==> config.mk <==
export PLATFORM = sky130hd
export DESIGN_NAME = prio_irq_ctrl
export DESIGN_NICKNAME = d
export VERILOG_FILES = /design/src/rtl/prio_irq_ctrl.sv
export SDC_FILE = /design/constraint.sdc
export NUM_CORES = 1
export LEC_CHECK = 0
export BUFFER_PORTS_ARGS = -buffer_cell sky130_fd_sc_hd__buf_2
export CAP_MARGIN = 15
export CELL_PAD_IN_SITES_DETAIL_PLACEMENT = 2
export CELL_PAD_IN_SITES_GLOBAL_PLACEMENT = 2
export CORE_MARGIN = 2
export CORE_UTILIZATION = 34
export DETAILED_ROUTE_END_ITERATION = 10
export GPL_TIMING_DRIVEN = 1
export HOLD_SLACK_MARGIN = 0.05
export PLACE_DENSITY_LB_ADDON = 0.15
export RECOVER_POWER = 100
export SETUP_SLACK_MARGIN = 0.05
export SYNTH_ARGS = -nofsm -noshare
export SYNTH_HDL_FRONTEND = slang
export SYNTH_SLANG_ARGS = --single-unit
==> constraint.sdc <==
create_clock -name clk -period 4.7 [get_ports clk]
set_input_delay 0.47 -clock clk [delete_from_list [all_inputs] [get_ports clk]]
set_output_delay 0.47 -clock clk [all_outputs]
set_load 0.005 [all_outputs]
==> src/rtl/prio_irq_ctrl.sv <==
module prio_irq_ctrl #(
  parameter int NUM_IRQ = 8
) (
  input  logic               clk,
  input  logic               rst,
  input  logic               cs_n,
  input  logic               rd_n,
  input  logic               wr_n,
  input  logic               addr,
  input  logic [7:0]         din,
  output logic [7:0]         dout,
  input  logic [NUM_IRQ-1:0] irq_in,
  input  logic               ack,
  output logic               irq_out,
  output logic [7:0]         vec
);
  localparam int LW = $clog2(NUM_IRQ);
  localparam int BW = 8 - LW;

  typedef enum logic [1:0] {MD_FIXED = 2'd0, MD_AUTO = 2'd1, MD_SPEC = 2'd2} mode_t;

  logic [NUM_IRQ-1:0] irr, isr, imr, prev;
  logic [LW-1:0]      lo;
  mode_t              mode;
  logic               sel;
  logic [BW-1:0]      base;

  function automatic logic [LW:0] pick(input logic [NUM_IRQ-1:0] v, input logic [LW-1:0] low);
    logic [LW-1:0] idx;
    pick = '0;
    for (int k = NUM_IRQ - 1; k >= 0; k--) begin
      idx = low + LW'(1) + LW'(k);
      if (v[idx]) pick = {1'b1, idx};
    end
  endfunction

  logic          p_ok, s_ok;
  logic [LW-1:0] p_lvl, s_lvl, p_rank, s_rank;

  assign {p_ok, p_lvl} = pick(irr & ~imr, lo);
  assign {s_ok, s_lvl} = pick(isr, lo);
  assign p_rank  = p_lvl - lo - LW'(1);
  assign s_rank  = s_lvl - lo - LW'(1);
  assign irq_out = p_ok && (!s_ok || p_rank < s_rank);

  wire          wr_en  = !cs_n && !wr_n;
  wire          rd_en  = !cs_n && !rd_n;
  wire          cmd_en = wr_en && !addr;
  wire [2:0]    op     = din[7:5];
  wire [LW-1:0] arg    = din[LW-1:0];
  wire          take   = ack && irq_out;
  wire          rot_ok = mode != MD_FIXED;
  wire          eoi_ns = cmd_en && op == 3'b001;
  wire          eoi_sp = cmd_en && op == 3'b111;

  wire [NUM_IRQ-1:0] set_v = take ? (NUM_IRQ'(1) << p_lvl) : '0;
  wire [NUM_IRQ-1:0] clr_v = (eoi_ns && s_ok) ? (NUM_IRQ'(1) << s_lvl) :
                             eoi_sp ? (NUM_IRQ'(1) << arg) : '0;

  always_ff @(posedge clk) begin
    if (rst) begin
      irr  <= '0;
      isr  <= '0;
      imr  <= '0;
      prev <= '0;
      lo   <= '1;
      mode <= MD_FIXED;
      sel  <= 1'b0;
      base <= '0;
      vec  <= '0;
    end else begin
      prev <= irq_in;
      irr  <= (irr & ~set_v) | (irq_in & ~prev);
      isr  <= (isr | set_v) & ~clr_v;
      if (take) vec <= {base, p_lvl};
      if (wr_en && addr) imr <= din[NUM_IRQ-1:0];
      if (cmd_en) begin
        case (op)
          3'b010: sel <= din[0];
          3'b101: base <= din[BW-1:0];
          3'b100: begin
            lo <= '1;
            case (din[1:0])
              2'b01:   mode <= MD_AUTO;
              2'b10:   mode <= MD_SPEC;
              default: mode <= MD_FIXED;
            endcase
          end
          3'b110, 3'b111: if (rot_ok) lo <= arg;
          3'b001: if (s_ok && mode == MD_AUTO) lo <= s_lvl;
          default: ;
        endcase
      end
    end
  end

  assign dout = !rd_en ? 8'h00 : addr ? 8'(imr) : sel ? 8'(isr) : 8'(irr);
endmodule


==> reports/metrics.csv <==
metric;value;unit
Leak Pwr;2.60;nW
CTS sink cnt;51;
Worst Skew;8.11;ps
Worst-path clk slew;70;ps
Fin. Hold Viols;0;
most used flip-flop cell after synthesis;dfxtp_1;
Total Nets Final;692;
number of synthesis warnings;0;
Finished Cell Area;0.00636;sq mm
Die W;118;um
Post-DP Area;0.00546;sq mm
violated checks;max-capacitance violations, max-slew violations, negative setup slack;
largest net degree at the start of global routing;52;
Mapped Nets;543;
# rows;41;
number of flops mapped to enable cells by yosys;0;
XOR/XNOR share of the synthesized area;3.04;%
share of layout cells above drive strength 1;43.7;%
Routed Wire Length;22.7;mm
GRT Total Usage;30.9;%
hold depth;3;
Unique masters post-synth;77;
GPL Wtd Cong;0.911;
core area;0.0126;sq mm
Fillers;1354;
Post-Syn Area;0.00440;sq mm
global-route wire length before repair;32.9;mm
worst slew pin tran;2430;ps
Psw;1.07;mW
die height;118;um
Root Driver;clkbuf_16;
post-synthesis compound-gate area fraction;20.7;%
post-detail-place hpwl;14.5;mm
# port buffers;39;
worst skew pair latency;300;ps
Setup WS post-layout;-695;ps
initial core utilization;34.9;%
Worst Hold Class;primary input to register;
main combinational cell family by area after synthesis;simple AND/OR/NAND/NOR gates;
Req. time, crit path;4230;ps
status;complete, but fails checks;
post-route ant nets;0;
final setup fails;25;
crit path launch type;register;
Max transition margin;-61.9;%
Seq/Total Area, Yosys;23.2;%
Max Clk Rate;0.185;GHz
Seq pwr share;21.0;%
P per Cell Area;392;mW/mm^2
vias per cell;5.85;
initial antenna violation count;0;
grt ovf;0;
Comb power frac;63.6;%
final period utilization;115;%
DRT Pass-1 Iters;4;
critical path endpoint category;output port;
vias after detailed routing;4880;
Syn Area/Cell;8.59;sq um
area share of fa/ha/maj cells after synthesis;2.62;%
total chip power;2.49;mW
CTS H-Tree Depth;2;
Switching Share;42.8;%
P&R area growth vs syn;44.5;%
synthesized flop and latch total;51;
Max-Cap Viols;1;
number of cells produced by synthesis;512;
# DRC;0;
die area;0.0139;sq mm
minimum clock period;5400;ps
RSZ-0062 raised after global routing;true;
number of global-route vias before repair;5398;
multiplexer share of the synthesized area;22.0;%
FFs w/ async S/R, synth;0;%
I/O Pins;40;
Int Pwr;1.42;mW
fin. max-slew vios;52;
VDD IR-drop max;0.000223;V
Num CTS Buffers;5;
Max clock buf depth;2;
Crit Path Class;register to output port;
highest net fanout along the worst path;6;
CTS tree;done;
clock network fraction of total power;15.4;%
Worst EP arrival;4930;ps
simple-gate share of the synthesized area;23.2;%
DR iter-0 viols;287;
worst r2r path cells;24;
drt wl/cell;27.2;um
Ant. Diodes;0;
-- kinds of logic (layout without fill, tap and decap cells) --
| kind of cell | Yosys count | after routing |
|---|---|---|
| and+or+nand+nor | 197 | 197 |
| AOI/OAI and AO/OA | 126 | 126 |
| muxes | 70 | 70 |
| DFF | 51 | 51 |
| buffers and inverters | 49 | 199 |
| xor gates and xnor gates | 11 | 11 |
| adders and majority gates | 8 | 8 |
-- flip-flops by register name, indices dropped and copies added (netlist names) --
| register | cells |
|---|---|
| lo | 3 |
| vec | 8 |
| prev | 8 |
| imr | 8 |
| sel | 1 |
| irr | 8 |
| base | 5 |
| isr | 8 |
| mode | 2 |
-- worst max-delay path, cell delays in order (launching register included) --
cell and delay [ps]:
dfxtp_4 410, inv_8 40, ha_4 320, buf_6 150, mux4_2 570, nor2_4 170
a32o_2 160, nand2_1 90, a311oi_2 350, nor3_2 90, a311oi_2 340, inv_1 130
fa_2 550, inv_2 50, ha_4 230, a21o_1 190, a21oi_2 170, a41oi_2 60
a41oi_2 290, buf_4 170, buf_6 90
-- Yosys cell counts, drive strengths merged (5+ instances only) --
| cell type | number | area, sq um |
|---|---|---|
| a211oi | 5 | 37.5 |
| a21oi | 37 | 185 |
| and2 | 5 | 33.8 |
| buf | 13 | 90.1 |
| clkbuf | 16 | 60.1 |
| dfxtp | 51 | 1020 |
| ha | 6 | 75.1 |
| inv | 19 | 76.3 |
| mux2 | 11 | 128 |
| mux2i | 39 | 390 |
| mux4 | 20 | 450 |
| nand2 | 43 | 164 |
| nand2b | 17 | 136 |
| nand3 | 11 | 55.1 |
| nor2 | 60 | 225 |
| nor2b | 20 | 125 |
| nor3 | 9 | 45.0 |
| nor3b | 9 | 67.6 |
| o211ai | 5 | 37.5 |
| o21ai | 19 | 95.1 |
| o221a | 9 | 101 |
| o2bb2ai | 8 | 70.1 |
| xnor2 | 7 | 68.8 |
-- through the flow --
step | instances | hold WS, ps | setup TNS, ps | utilization, % | worst slack [ps]
3_3_place_gp | 796 | 441 | -6460 | 43.3 | -441
3_5_place_dp | 796 | 453 | -11130 | 43.3 | -606
4_1_cts | 826 | 434 | -5640 | 48.9 | -367
2_1_floorplan | 512 | 432 | -2270 | - | -289
6_report | 834 | 433 | -15360 | 50.4 | -695
5_1_grt | 834 | 468 | -20380 | 50.4 | -891
-- timing repair --
item / in CTS / in global routing
pin swaps: 37 / 28
hold buffers: 0 / 0
setup endpoints to repair: 25 / 25
resized for setup: 80 / 31
buffers inserted: 22 / 10
-- metal layers --
| layer | track usage (%) | share of wire, % | wire (um) |
|---|---|---|---|
| met1 | 36.7 | 40 | 9140 |
| met2 | 56.9 | 53 | 11900 |
| met3 | 2.18 | 2.9 | 663 |
| met4 | 13.3 | 4.1 | 923 |
| met5 | 0 | 0 | 0 |
-- worst paths after layout --
| check | startpoint | endpoint | slack [ps] |
|---|---|---|---|
| setup / recovery | lo[0] | irq_out | -700 |
| hold / removal | din[4] | base[4] | 430 |
| setup reg to reg | lo[0] | irr[1] | -690 |
| hold reg to reg | vec[4] | vec[4] | 460 |
-- power groups by stage --
stage,Combinational [mW],Sequential (mW),Clock (mW)
after floorplan,0.595,0.514,0
after global placement,1.08,0.520,0
after detailed placement,1.11,0.523,0
after CTS,1.40,0.514,0.385
after global routing,1.66,0.527,0.400
final,1.59,0.523,0.384
-- layout by cell type (no fill, tap or decap), types with 5 or more instances in the layout --
| cell type | Yosys | routed |
|---|---|---|
| buf_4 | 4 | 120 |
| nor2_2 | 0 | 6 |
| mux2_2 | 9 | 8 |
| nand3_1 | 11 | 10 |
| nor3_1 | 9 | 7 |
| nor3b_1 | 9 | 8 |
| nand2_1 | 42 | 33 |
| o21ai_0 | 17 | 17 |
| a21oi_2 | 0 | 8 |
| clkbuf_1 | 16 | 12 |
| mux4_2 | 20 | 20 |
| dfxtp_1 | 51 | 48 |
| nor2_4 | 0 | 5 |
| nand2_4 | 0 | 8 |
| buf_2 | 3 | 25 |
| inv_1 | 17 | 16 |
| clkbuf_16 | 0 | 5 |
| o2bb2ai_2 | 0 | 7 |
| o211ai_1 | 5 | 5 |
| nor2b_1 | 20 | 20 |
| nor2_1 | 60 | 49 |
| o221a_1 | 8 | 8 |
| mux2i_1 | 39 | 35 |
| a21oi_1 | 37 | 29 |
| nand2b_1 | 13 | 13 |
| buf_6 | 3 | 9 |
-- layout make-up --
| cell class | count | area (sq um) | area share (%) |
|---|---|---|---|
| clock buffers | 7 | 143 | 2.24 |
| clock inverters | 1 | 5.00 | 0.0787 |
| inverters | 20 | 85.1 | 1.34 |
| multi-input cells | 412 | 3630 | 57.1 |
| flip-flops and latches | 51 | 1030 | 16.2 |
| well taps | 172 | 215 | 3.38 |
| repair buffers | 171 | 1250 | 19.7 |
Power figures use the tool's default switching activity.
